--- src/rtl/sm_fmt_pkg.sv ---
package sm_fmt_pkg;
    typedef enum logic [1:0] {
        S_HOLD  = 2'd0,
        S_WAIT  = 2'd1,
        S_SHIFT = 2'd2,
        S_LATCH = 2'd3
    } ser_state_t;

    localparam int NCH = 2;
    localparam int SEGS_PER_CH = 2;
endpackage

--- src/rtl/sm_i2s_rx.sv ---
module sm_i2s_rx #(
    parameter int SAMPLE_W = 17,
    parameter int SYNC_N   = 2
) (
    input  logic                clk,
    input  logic                rst_n,
    input  logic                i2s_bck,
    input  logic                i2s_ws,
    input  logic                i2s_sd,
    output logic                bck_q,
    output logic                fall_evt,
    output logic                pair_vld,
    output logic [SAMPLE_W-1:0] pair_l,
    output logic [SAMPLE_W-1:0] pair_r
);
    localparam int CNT_W = $clog2(SAMPLE_W + 1);
    localparam logic [CNT_W-1:0] CNT_DONE = CNT_W'(SAMPLE_W);
    localparam logic [CNT_W-1:0] CNT_LAST = CNT_W'(SAMPLE_W - 1);

    logic [SYNC_N-1:0]   bck_sy, ws_sy, sd_sy;
    logic                bck_s, ws_s, sd_s, rise_evt;
    logic                ws_q, chan, have_l;
    logic [CNT_W-1:0]    cnt;
    logic [SAMPLE_W-2:0] shreg;
    logic [SAMPLE_W-1:0] left_w, new_w;

    always_ff @(posedge clk) begin
        if (!rst_n) begin
            bck_sy <= '0;
            ws_sy  <= '0;
            sd_sy  <= '0;
            bck_q  <= 1'b0;
        end else begin
            bck_sy <= {bck_sy[SYNC_N-2:0], i2s_bck};
            ws_sy  <= {ws_sy[SYNC_N-2:0], i2s_ws};
            sd_sy  <= {sd_sy[SYNC_N-2:0], i2s_sd};
            bck_q  <= bck_sy[SYNC_N-1];
        end
    end

    assign bck_s    = bck_sy[SYNC_N-1];
    assign ws_s     = ws_sy[SYNC_N-1];
    assign sd_s     = sd_sy[SYNC_N-1];
    assign rise_evt = bck_s & ~bck_q;
    assign fall_evt = ~bck_s & bck_q;
    assign new_w    = {shreg, sd_s};

    always_ff @(posedge clk) begin
        if (!rst_n) begin
            ws_q     <= 1'b0;
            chan     <= 1'b0;
            cnt      <= CNT_DONE;
            shreg    <= '0;
            left_w   <= '0;
            have_l   <= 1'b0;
            pair_vld <= 1'b0;
            pair_l   <= '0;
            pair_r   <= '0;
        end else begin
            pair_vld <= 1'b0;
            if (rise_evt) begin
                ws_q <= ws_s;
                if (ws_s != ws_q) begin
                    cnt  <= '0;
                    chan <= ws_s;
                end else if (cnt < CNT_DONE) begin
                    shreg <= new_w[SAMPLE_W-2:0];
                    cnt   <= cnt + 1'b1;
                    if (cnt == CNT_LAST) begin
                        if (!chan) begin
                            left_w <= new_w;
                            have_l <= 1'b1;
                        end else begin
                            if (have_l) begin
                                pair_l   <= left_w;
                                pair_r   <= new_w;
                                pair_vld <= 1'b1;
                            end
                            have_l <= 1'b0;
                        end
                    end
                end
            end
        end
    end

    // a pair is only issued when a left word was waiting
    p_pair_after_left_r9: assert property (@(posedge clk) disable iff (!rst_n)
        pair_vld |-> $past(have_l));

    // bit counter never runs past the sample width
    p_cnt_bound_r8: assert property (@(posedge clk) disable iff (!rst_n)
        cnt <= CNT_DONE);

    // capture only advances on a rising bit clock
    p_cnt_on_rise_r8: assert property (@(posedge clk) disable iff (!rst_n)
        !$stable(cnt) |-> $past(rise_evt));
endmodule

--- src/rtl/sm_seg_map.sv ---
module sm_seg_map
    import sm_fmt_pkg::*;
#(
    parameter int WORD_W = 16
) (
    input  logic                        comp_en,
    input  logic [NCH-1:0][WORD_W:0]    samp,
    output logic [NCH-1:0][WORD_W-1:0]  pos_w,
    output logic [NCH-1:0][WORD_W-1:0]  neg_w
);
    for (genvar c = 0; c < NCH; c++) begin : g_ch
        logic              sign;
        logic [WORD_W-1:0] mag, idle_w;

        assign sign   = samp[c][WORD_W];
        assign mag    = samp[c][WORD_W-1:0];
        assign idle_w = {{(WORD_W-1){1'b0}}, comp_en & sign};

        always_comb begin
            if (sign) begin
                pos_w[c] = mag;
                neg_w[c] = idle_w;
            end else begin
                pos_w[c] = idle_w;
                neg_w[c] = ~mag;
            end
        end
    end
endmodule

--- src/rtl/sm_seg_ser.sv ---
module sm_seg_ser
    import sm_fmt_pkg::*;
#(
    parameter int WORD_W = 16,
    parameter int NLINE  = 4
) (
    input  logic                         clk,
    input  logic                         rst_n,
    input  logic                         fall_evt,
    input  logic                         load,
    input  logic [NLINE-1:0][WORD_W-1:0] words,
    output logic [NLINE-1:0]             sdo,
    output logic                         le
);
    localparam int BC_W = $clog2(WORD_W);
    localparam logic [BC_W-1:0] BC_LAST = BC_W'(WORD_W - 1);

    ser_state_t                   state, state_nx;
    logic [BC_W-1:0]              bitcnt;
    logic                         pend;
    logic [NLINE-1:0][WORD_W-1:0] pend_w;
    logic                         start;

    assign start = fall_evt && pend && (state == S_HOLD || state == S_WAIT);

    always_comb begin
        state_nx = state;
        unique case (state)
            S_HOLD, S_WAIT: if (start) state_nx = S_SHIFT;
            S_SHIFT:        if (fall_evt && bitcnt == BC_LAST) state_nx = S_LATCH;
            S_LATCH:        if (fall_evt) state_nx = S_WAIT;
        endcase
    end

    always_ff @(posedge clk) begin
        if (!rst_n) begin
            state  <= S_HOLD;
            bitcnt <= '0;
            pend   <= 1'b0;
            pend_w <= '0;
        end else begin
            state <= state_nx;
            if (start) bitcnt <= '0;
            else if (fall_evt && state == S_SHIFT) bitcnt <= bitcnt + 1'b1;
            if (load) begin
                pend   <= 1'b1;
                pend_w <= words;
            end else if (start) begin
                pend <= 1'b0;
            end
        end
    end

    for (genvar i = 0; i < NLINE; i++) begin : g_line
        logic [WORD_W-1:0] sh;
        always_ff @(posedge clk) begin
            if (!rst_n) sh <= '0;
            else if (start) sh <= pend_w[i];
            else if (fall_evt && state == S_SHIFT) sh <= {sh[WORD_W-2:0], 1'b0};
        end
        assign sdo[i] = (state == S_SHIFT) & sh[WORD_W-1];
    end

    always_comb begin
        le = (state == S_LATCH);
    end

    // no data leaves before the first pair
    p_hold_idle_r9: assert property (@(posedge clk) disable iff (!rst_n)
        (state == S_HOLD) |-> (sdo == '0 && !le));

    // the strobe follows a completed shift
    p_latch_after_shift_r6: assert property (@(posedge clk) disable iff (!rst_n)
        $rose(le) |-> ($past(state) == S_SHIFT && $past(bitcnt) == BC_LAST));

    // lines idle during the strobe
    p_latch_quiet_r6: assert property (@(posedge clk) disable iff (!rst_n)
        le |-> sdo == '0);

    // outputs move only after a falling bit clock
    p_edge_align_r11: assert property (@(posedge clk) disable iff (!rst_n)
        !$stable({sdo, le}) |-> $past(fall_evt));

    // per channel at most one segment holds more than its last bit
    for (genvar c = 0; c < NLINE / 2; c++) begin : g_excl
        p_seg_excl_r3: assert property (@(posedge clk) disable iff (!rst_n)
            pend |-> (pend_w[2*c] == '0 || pend_w[2*c+1][WORD_W-1:1] == '0));
    end
endmodule

--- src/rtl/sm_seg_formatter.sv ---
module sm_seg_formatter
    import sm_fmt_pkg::*;
#(
    parameter int WORD_W = 16,
    parameter int SYNC_N = 2
) (
    input  logic clk,
    input  logic rst_n,
    input  logic comp_en,
    input  logic i2s_bck,
    input  logic i2s_ws,
    input  logic i2s_sd,
    output logic dac_bck,
    output logic dac_lpos,
    output logic dac_lneg,
    output logic dac_rpos,
    output logic dac_rneg,
    output logic dac_le
);
    localparam int SAMPLE_W = WORD_W + 1;
    localparam int NLINE    = NCH * SEGS_PER_CH;

    logic                         fall_evt, pair_vld;
    logic [SAMPLE_W-1:0]          pair_l, pair_r;
    logic [NCH-1:0][WORD_W:0]     samp;
    logic [NCH-1:0][WORD_W-1:0]   pos_w, neg_w;
    logic [NLINE-1:0][WORD_W-1:0] words;
    logic [NLINE-1:0]             sdo;

    sm_i2s_rx #(.SAMPLE_W(SAMPLE_W), .SYNC_N(SYNC_N)) u_rx (
        .clk      (clk),
        .rst_n    (rst_n),
        .i2s_bck  (i2s_bck),
        .i2s_ws   (i2s_ws),
        .i2s_sd   (i2s_sd),
        .bck_q    (dac_bck),
        .fall_evt (fall_evt),
        .pair_vld (pair_vld),
        .pair_l   (pair_l),
        .pair_r   (pair_r)
    );

    assign samp[0] = pair_l;
    assign samp[1] = pair_r;

    sm_seg_map #(.WORD_W(WORD_W)) u_map (
        .comp_en (comp_en),
        .samp    (samp),
        .pos_w   (pos_w),
        .neg_w   (neg_w)
    );

    for (genvar c = 0; c < NCH; c++) begin : g_words
        assign words[SEGS_PER_CH*c]     = pos_w[c];
        assign words[SEGS_PER_CH*c + 1] = neg_w[c];
    end

    sm_seg_ser #(.WORD_W(WORD_W), .NLINE(NLINE)) u_ser (
        .clk      (clk),
        .rst_n    (rst_n),
        .fall_evt (fall_evt),
        .load     (pair_vld),
        .words    (words),
        .sdo      (sdo),
        .le       (dac_le)
    );

    assign dac_lpos = sdo[0];
    assign dac_lneg = sdo[1];
    assign dac_rpos = sdo[2];
    assign dac_rneg = sdo[3];
endmodule

--- config.mk ---
export PLATFORM = sky130hd
export DESIGN_NAME = sm_seg_formatter
export DESIGN_NICKNAME = d
export VERILOG_FILES = /design/src/rtl/sm_fmt_pkg.sv /design/src/rtl/sm_i2s_rx.sv /design/src/rtl/sm_seg_map.sv /design/src/rtl/sm_seg_ser.sv /design/src/rtl/sm_seg_formatter.sv
export SDC_FILE = /design/constraint.sdc
export NUM_CORES = 1
export LEC_CHECK = 0
export BUFFER_PORTS_ARGS = -buffer_cell sky130_fd_sc_hd__buf_2
export CAP_MARGIN = 25
export CORE_UTILIZATION = 65
export CTS_CLUSTER_SIZE = 20
export DETAILED_ROUTE_END_ITERATION = 10
export PLACE_DENSITY = 0.94
export REMOVE_ABC_BUFFERS = 1
export SKIP_LAST_GASP = 1
export SYNTH_ARGS = -nofsm -noshare
export SYNTH_HDL_FRONTEND = slang
export SYNTH_HIERARCHICAL = 1
export SYNTH_SLANG_ARGS = --single-unit
--- constraint.sdc ---
create_clock -name clk -period 4.7 [get_ports clk]
set_clock_uncertainty 0.2 [all_clocks]
set_input_delay 0.94 -clock clk [delete_from_list [all_inputs] [get_ports clk]]
set_output_delay 0.94 -clock clk [all_outputs]
set_load 0.01 [all_outputs]
# Word-level counts from Yosys, hierarchy flattened
# Cells that the tools add are included.
[classes]
eq_ne = 9
n_reduce_logical = 19
add_sub_neg = 2
bitwise_logic = 18
mux = 22
n_lt_le_gt_ge = 1
[op_table]
columns = ["cell", "n"]
rows = [
  ["16-bit 2-to-1 mux", 12],
  ["16-bit NOT", 2],
  ["5-bit 2-to-1 mux", 2],
  ["1-bit AND", 8],
  ["1-bit NOT", 8],
  ["2-bit 2-to-1 mux", 3],
  ["2-bit by 1-bit != test with 1-bit output, second input constant", 3],
  ["2-bit case mux with 3 select lines", 1],
  ["3-bit AND reduction", 2],
  ["6-bit AND reduction", 1],
  ["2-bit nonzero test", 3],
  ["6-bit OR reduction", 1],
  ["5-bit by 1-bit adder with 5-bit output, second input constant", 1],
  ["5-bit == test, second input constant", 1],
  ["5-bit < comparator, second input constant", 1],
  ["5-bit AND reduction", 1],
  ["4-bit by 1-bit adder with 4-bit output, second input constant", 1],
  ["2-bit == test, second input constant", 2],
  ["4-bit == test, second input constant", 1],
  ["1-bit logical AND", 4],
  ["1-bit 2-to-1 mux", 4],
  ["2-bit AND reduction", 2],
  ["4-bit AND reduction", 1],
  ["2-bit OR reduction", 2],
  ["other kinds (4)", 4],
]
[word_totals]
register_bits = 218
input_bits = 6
out_inout_bits = 6
wordCells = 95

# Logic depth before layout (Yosys ltp)
# Gate-level depths: netlist (run 1).
[logic_depth]
ltp_word = 6
mapped_depth = 7
depth_no_buf = 5

# Modules after synthesis
# Netlist (run 1), hierarchy kept.
[by_module_without_submodules]
columns = ["module", "area_per_inst_um2", "seq_area_each_um2", "n_inst", "cells_each"]
rows = [
  ["sm_seg_ser", 5348.9, 2702.6, 1, 472],
  ["sm_i2s_rx", 3118.0, 1661.6, 1, 297],
  ["sm_seg_map", 370.4, 0.0, 1, 72],
]

# Worst setup path before layout (run 1)
# OpenSTA, ideal clock, no wires.
[synth_path]
path_type = "register to register"
from = "register u_rx.cnt[1]"
to = "register u_rx.pair_r[12]"
path_buffers = 2
path_stages_with_launch = 6
arrival_ns = 1.826
setup_ns = 0.120
period_less_slack_ns = 2.146
slack_ns = 2.554
required_time_ns = 4.380
path_cell_list = "dfxtp_1 -> or4_4 -> or4_1 -> buf_6 -> buf_12 -> mux2i_1"
[synth_between]
elab_chain_len = 2
word_cells_on_any_way = 3
cone_classes = "order compare: 1; eq/ne: 1; reduce/logical: 1"
[synth_lines]
columns = ["element", "line_no", "source"]
rows = [
  ["from (decl)", "sm_i2s_rx.sv:23", "logic [CNT_W-1:0] cnt;"],
  ["from (signal assigned)", "sm_i2s_rx.sv:68", "cnt <= cnt + 1'b1;"],
  ["5-bit < comparator or 5-bit == test (tied branches)", "sm_i2s_rx.sv:66, sm_i2s_rx.sv:69", ""],
  ["6-bit AND reduction (no source line) (*)", "--", ""],
  ["to (signal assigned)", "sm_i2s_rx.sv:76", "pair_r <= new_w;"],
  ["to (decl)", "sm_i2s_rx.sv:14", "output logic [SAMPLE_W-1:0] pair_r"],
]
# Mark *: on every way between the ends. The rest lies on a longest branch, timed or not.
# A chain may end at the register's enable or synchronous reset.

# Worst setup path in the final report (run 1)
[layout_path]
from = "register u_ser.state[1]"
to = "output dac_rneg"
[layout_between]
elab_chain_len = 2
[layout_lines]
columns = ["element", "line_no", "source"]
rows = [
  ["from (decl)", "sm_seg_ser.sv:18", "ser_state_t state, state_nx;"],
  ["from (signal assigned)", "sm_seg_ser.sv:42", "state <= state_nx;"],
  ["2-bit == test", "sm_seg_ser.sv:61", "assign sdo[i] = (state == S_SHIFT) & sh[WORD_W-1];"],
  ["1-bit AND", "sm_seg_ser.sv:61", ""],
  ["to (decl)", "sm_seg_formatter.sv:17", "output logic dac_rneg,"],
]
# Every way passes these cells.

==> results of run 1 <==
-- where the power goes --
| group | switching, mW | internal, mW | total (mW) | leakage, nW |
|---|---|---|---|---|
| Combinational | 0.0424 | 0.0393 | 0.0817 | 1.49 |
| Sequential | 0.00301 | 1.85 | 1.85 | 1.76 |
| Clock | 0.684 | 1.01 | 1.69 | 0.349 |
-- synthesized netlist by cell type (all sizes together) (3+ instances only) --
cell	count
nor2	35
o21a	59
nand3	4
nand3b	3
o22ai	5
buf	39
nor2b	69
mux2i	133
a21oi	6
o21ai	6
dfxtp	218
and2	44
o221a	59
nor4	3
ha	3
nand4	3
nand2	91
clkbuf	28
inv	6
-- cell type report --
cell class                      count  area (sq um)  share of cell area
Sequential cell                   218          4370               0.455
Multi-Input combinational cell    550          4090               0.426
Clock buffer                       28           602              0.0626
Tap cell                          176           220              0.0229
Timing Repair Buffer               22           208              0.0216
Clock inverter                      9          97.6              0.0102
Inverter                            6          22.5             0.00234
-- metal layers --
layer | global-route usage | up-vias | part of all wire | wire, um
met2 | 0.424 | 91 | 0.51 | 8590
met3 | 0.0357 | 29 | 0.027 | 460
met5 | 0 | - | 0 | 0
met4 | 0.0680 | 0 | 0.021 | 347
li1 | - | 2904 | - | -
met1 | 0.301 | 2957 | 0.44 | 7530
-- sequential cells by signal (all words and copies together), names as in the netlist --
name and cells:
u_ser/state 2, u_rx/bck_sy 2, u_rx/ws_sy 2, u_rx/pair_r 17, u_rx/left_w 17, u_rx/sd_sy 2, u_rx/ws_q 1, u_ser/g_line.sh 64
u_rx/pair_l 17, u_rx/pair_vld 1, u_rx/cnt 5, u_rx/have_l 1, u_rx/bck_q 1, u_ser/pend 1, u_rx/chan 1, u_ser/bitcnt 4
u_ser/pend_w 64, u_rx/shreg 16
-- through the flow --
step	hold slack, ns	instance area (sq um)	power, mW
floorplan	0.212	8470	1.94
global route	0.254	9610	3.74
finish	0.235	9610	3.63
detailed placement	0.219	8830	1.97
CTS	0.239	9530	3.66
global placement	0.214	8810	1.97
-- critical path, delay by kind of cell, from the launching register on --
| kind | cells | cell delay (ns) |
|---|---|---|
| simple gates | 2 | 0.53 |
| buf+inv | 1 | 0.12 |
| flops | 1 | 0.48 |
-- path summary, 6_finish.rpt --
path | cells past startpoint | endpoint
max reg2reg | 5 | u_ser/g_line[0].sh[14]
min | 1 | u_rx/ws_sy[1]
min reg2reg | 1 | u_rx/ws_sy[1]
max | 3 | dac_rneg
-- kinds of logic after synthesis --
group	Yosys count	synth area share
AND/OR/NAND/NOR	263	0.156
flip-flops	218	0.494
AO/OA/AOI/OAI	147	0.147
multiplexers	133	0.151
buffers and inverters	73	0.0443
XOR/XNOR	4	0.00397
adder cells (fa/ha/maj)	3	0.00425
==> results.md, run 1 <==
* Leak at 3.60 nW
* Largest net degree at the start of global routing at 121
* HP Class: register to register
* Vias in the first global route at 5864
* Clk Latency, worst-skew pair at 0.48 ns
* # IOs at 12
* Min cycle time layout at 2.74 ns
* Required time of the critical path at 3.56 ns
* Asr flop ratio synth at 0
* Core Footprint at 13200 sq um
* Cells along the critical path: nor2b_1, and2_1, buf_2
* GRT Resource Usage Total at 0.239
* Share of cells above drive strength 1 at 0.107
* Layout Utilization at 0.725
* Max VDD drop at 0.379 mV
* Run status: finished clean
* FMAX at 0.364 GHz
* Placer congestion estimate at 0.792
* # setup viols final at 0
* CTS Hold Bufs at 0
* CP Launch Type: register
* WL final at 16900 um
* Crit path from: u_ser/state[1]
* Die ar. at 14100 sq um
* Non-filler cells, final at 1009
* Crit. End Element: primary output
* Initial Util at 0.667
* Grt total ovfl at 0
* Largest cells by area after synthesis: dfxtp_1, mux2i_1, o21a_1
* Worst Hold Launch: u_rx/ws_sy[0]
* Most common cell after layout, fill and taps aside: dfxtp_1
* Post-synth top area share at 0.494
* Max-slew headroom at the worst pin at 0.425
* Syn Inst Count at 841
* Initial antenna violation count at 0
* Diode count at 0
* Average cell area after synthesis at 10.5 sq um
* CTS Buf Count at 21
* # nets final at 828
* Critical path peak fanout at 9
* Worst R2R Start: u_rx/bck_q
* Vias at 5981
* Post-DR vias/cell at 5.93
* Arrival @ worst endpoint at 1.60 ns
* CP max stage cell: dfxtp_1
* Die width at 119 um
* Final WS setup at 1.96 ns
* Fillers at 892
* Synth cell types at 49
* Max-capacitance violation count at 0
* Reg-to-reg setup timing slack at 2.00 ns
* Antenna Nets Post-Route at 0
* Post-CTS resize count at 0
* Register area share after synthesis at 0.494
* Layout area overhead at 8.71%
* Worst-Margin Slew at 0.863 ns
* Clock Sinks at 218
* YS warnings at 6
* Most used DFF post-synth: dfxtp_1
* Post-CTS setup buffer count at 0
* RSZ-0062 raised after global routing: false
* Period utilisation layout at 0.584
* Clock root cell: clkbuf_16
* Largest area contributor in the netlist: dfxtp_1
* Final HPWL DP at 8880 um
* TritonCTS clock tree: done
* Final Max Slew Viols at 0
* Routed wire length per instance at 16.8 um
* Worst path max stage delay at 0.48 ns
* Drt first-iter violations at 378
* Most frequent cells in the layout: dfxtp_1, mux2i_1, nand2_1
* FF+latch count, synth at 218
* Port bufs at 11
* Rows at 42
* First-pass GRT wire length at 28000 um
* Critical path type: register to primary output
* Htree depth at 1
* Pwr dens at 378 nW/um^2
* Mapped Area at 8840 sq um
* Fin. Hold Viols at 0
* Fin Setup TNS at 0 ns
* Post-synth EDFFs at 0
* Drt first pass iters at 4
* # DRC at 0
* Die Y at 119 um
* Clock slew at reported path FFs at 0.06 ns
* Max clock buf depth at 3
* Number of placed instances, taps included at 968
* DP Worst Slack at 1.94 ns
Power figures use the tool's default switching activity.
==> inputs of run 2 (changes only) <==
--- a/config.mk
+++ b/config.mk
@@ -7,10 +7,10 @@
 export LEC_CHECK = 0
 export BUFFER_PORTS_ARGS = -buffer_cell sky130_fd_sc_hd__buf_2
 export CAP_MARGIN = 25
-export CORE_UTILIZATION = 65
+export CORE_UTILIZATION = 56
 export CTS_CLUSTER_SIZE = 20
 export DETAILED_ROUTE_END_ITERATION = 10
-export PLACE_DENSITY = 0.94
+export PLACE_DENSITY = 0.87
 export REMOVE_ABC_BUFFERS = 1
 export SKIP_LAST_GASP = 1
 export SYNTH_ARGS = -nofsm -noshare
==> constraint.sdc (replaced) <==
create_clock -name clk -period 2.3 [get_ports clk]
set_clock_uncertainty 0.2 [all_clocks]
set_input_delay 0.46 -clock clk [delete_from_list [all_inputs] [get_ports clk]]
set_output_delay 0.46 -clock clk [all_outputs]
set_load 0.01 [all_outputs]
==> run 2 against run 1 <==
  * Non-clock buffer count is 11 higher
  * Sequential share of layout area shrank 0.85 points
  * Design area rose by 1.9%
  * Wire length shrank 8.7%
==> results.md, run 2 (synthesis gave the netlist of run 1 again) <==
* Rows at 45
* CTS Buf Count at 22
* HP Class: primary input to register
* Worst R2R Start: u_rx/cnt[0]
* Fillers at 1226
* Vias at 5852
* Antenna Nets Post-Route at 0
* WL final at 15400 um
* Port bufs at 11
* Leak at 3.66 nW
* Fin. Hold Viols at 0
* Clock root cell: clkbuf_16
* Arrival @ worst endpoint at 2.33 ns
* Final Max Slew Viols at 0
* Number of placed instances, taps included at 1014
* Die width at 128 um
* Area of the multi-input gates at 4100 sq um
* Most frequent cells in the layout: dfxtp_1, mux2i_1, nand2_1
* Max VDD drop at 0.537 mV
* First-pass GRT wire length at 25900 um
* Clock slew at reported path FFs at 0.06 ns
* Non-filler cells, final at 1054
* Drt first pass iters at 5
* CP Launch Type: register
* Crit path from: u_rx/cnt[0]
* Die Y at 128 um
* Min cycle time layout at 2.15 ns
* # setup viols final at 0
* Grt total ovfl at 0
* Run status: finished clean
* Vias in the first global route at 5600
* Post-DR vias/cell at 5.55
* Final WS setup at 0.155 ns
* Initial Util at 0.577
* Routed wire length per instance at 14.7 um
* Max-capacitance violation count at 0
* Period utilisation layout at 0.933
* GRT Resource Usage Total at 0.189
* Placer congestion estimate at 0.787
* Most common cell on crit path: or4_4
* Worst Hold Launch: rst_n
* Max clock buf depth at 3
* # DRC at 0
* Worst path max stage delay at 0.62 ns
* Core Footprint at 15300 sq um
* Initial antenna violation count at 0
* Hold Path Cell Cnt at 2
* Crit. End Element: register
* Clk Latency, worst-skew pair at 0.50 ns
* # IOs at 12
* Layout Utilization at 0.639
* Die ar. at 16300 sq um
* Diode count at 0
* Drt first-iter violations at 366
* # nets final at 840
* Clock Sinks at 218
* RSZ-0062 raised after global routing: false
* FMAX at 0.466 GHz
* Required time of the critical path at 2.49 ns
* Fin Setup TNS at 0 ns
* Largest net degree at the start of global routing at 71
* Total area of sequential cells at 4370 sq um
* R2R cell count at 4
* Max-slew headroom at the worst pin at 0.542
* TritonCTS clock tree: done
* Layout area overhead at 10.8%
* Htree depth at 1
* Worst-Margin Slew at 0.687 ns
* Critical path type: register to register
* Cells along the critical path: or4_4, or4_4, clkbuf_16, mux2i_1
* Critical path peak fanout at 17
* Pwr dens at 752 nW/um^2
* Largest regs: u_ser/g_line.sh: 64 flops, u_ser/pend_w: 64 flops
* DP Worst Slack at 0.0424 ns
* CP max stage cell: or4_4
* Most common cell after layout, fill and taps aside: dfxtp_1
* Final HPWL DP at 8400 um
* Share of cells above drive strength 1 at 0.113
## run 2: worst paths after layout
path	to	slack, ns
setup / recovery	u_rx/pair_r[1]	0.15
hold / removal	u_ser/pend_w[32]	0.13
setup reg to reg	u_rx/pair_r[1]	0.15
hold reg to reg	u_rx/bck_sy[1]	0.23
## run 2: metrics by stage
step | hold WS (ns) | cell area (sq um) | power (mW)
floorplan | 0.212 | 8470 | 3.97
global placement | 0.216 | 9040 | 4.04
detailed placement | 0.223 | 9040 | 4.05
CTS | 0.117 | 9760 | 7.44
global route | 0.128 | 9790 | 7.60
finish | 0.134 | 9790 | 7.37
## run 2: worst max-delay path, delay by kind of cell (launching register included)
family,cells,cell delay [ns]
buffers and inverters,1,0.24
DFF,1,0.31
muxes,1,0.13
and+or+nand+nor,2,1.15
## run 2: where the power goes
group	internal, mW	switching (mW)
Clock	2.00	1.40
Sequential	3.78	0.00505
Combinational	0.0920	0.0879
Total	5.88	1.49
## run 2: timing repair
action	in CTS	in global routing
gates resized for setup	2	2
hold endpoints to repair	3	0
cloned	0	1
setup buffers	0	0
setup endpoints to repair	5	28
hold buffers	3	0
## run 2: layer usage
layer,share of wire,vias up,wire length (um),global-route usage
met1,0.47,2794,7200,0.244
met4,0.019,0,299,0.0498
li1,-,2947,-,-
met2,0.48,84,7440,0.328
met5,0,-,0,0
met3,0.033,27,505,0.0306
## run 2: final cells by class
type	count	share of cell area
Timing Repair Buffer	33	0.0359
Sequential cell	218	0.446
Inverter	6	0.00230
Tap cell	211	0.0270
Clock inverter	4	0.00613
Multi-Input combinational cell	550	0.418
Clock buffer	32	0.0641
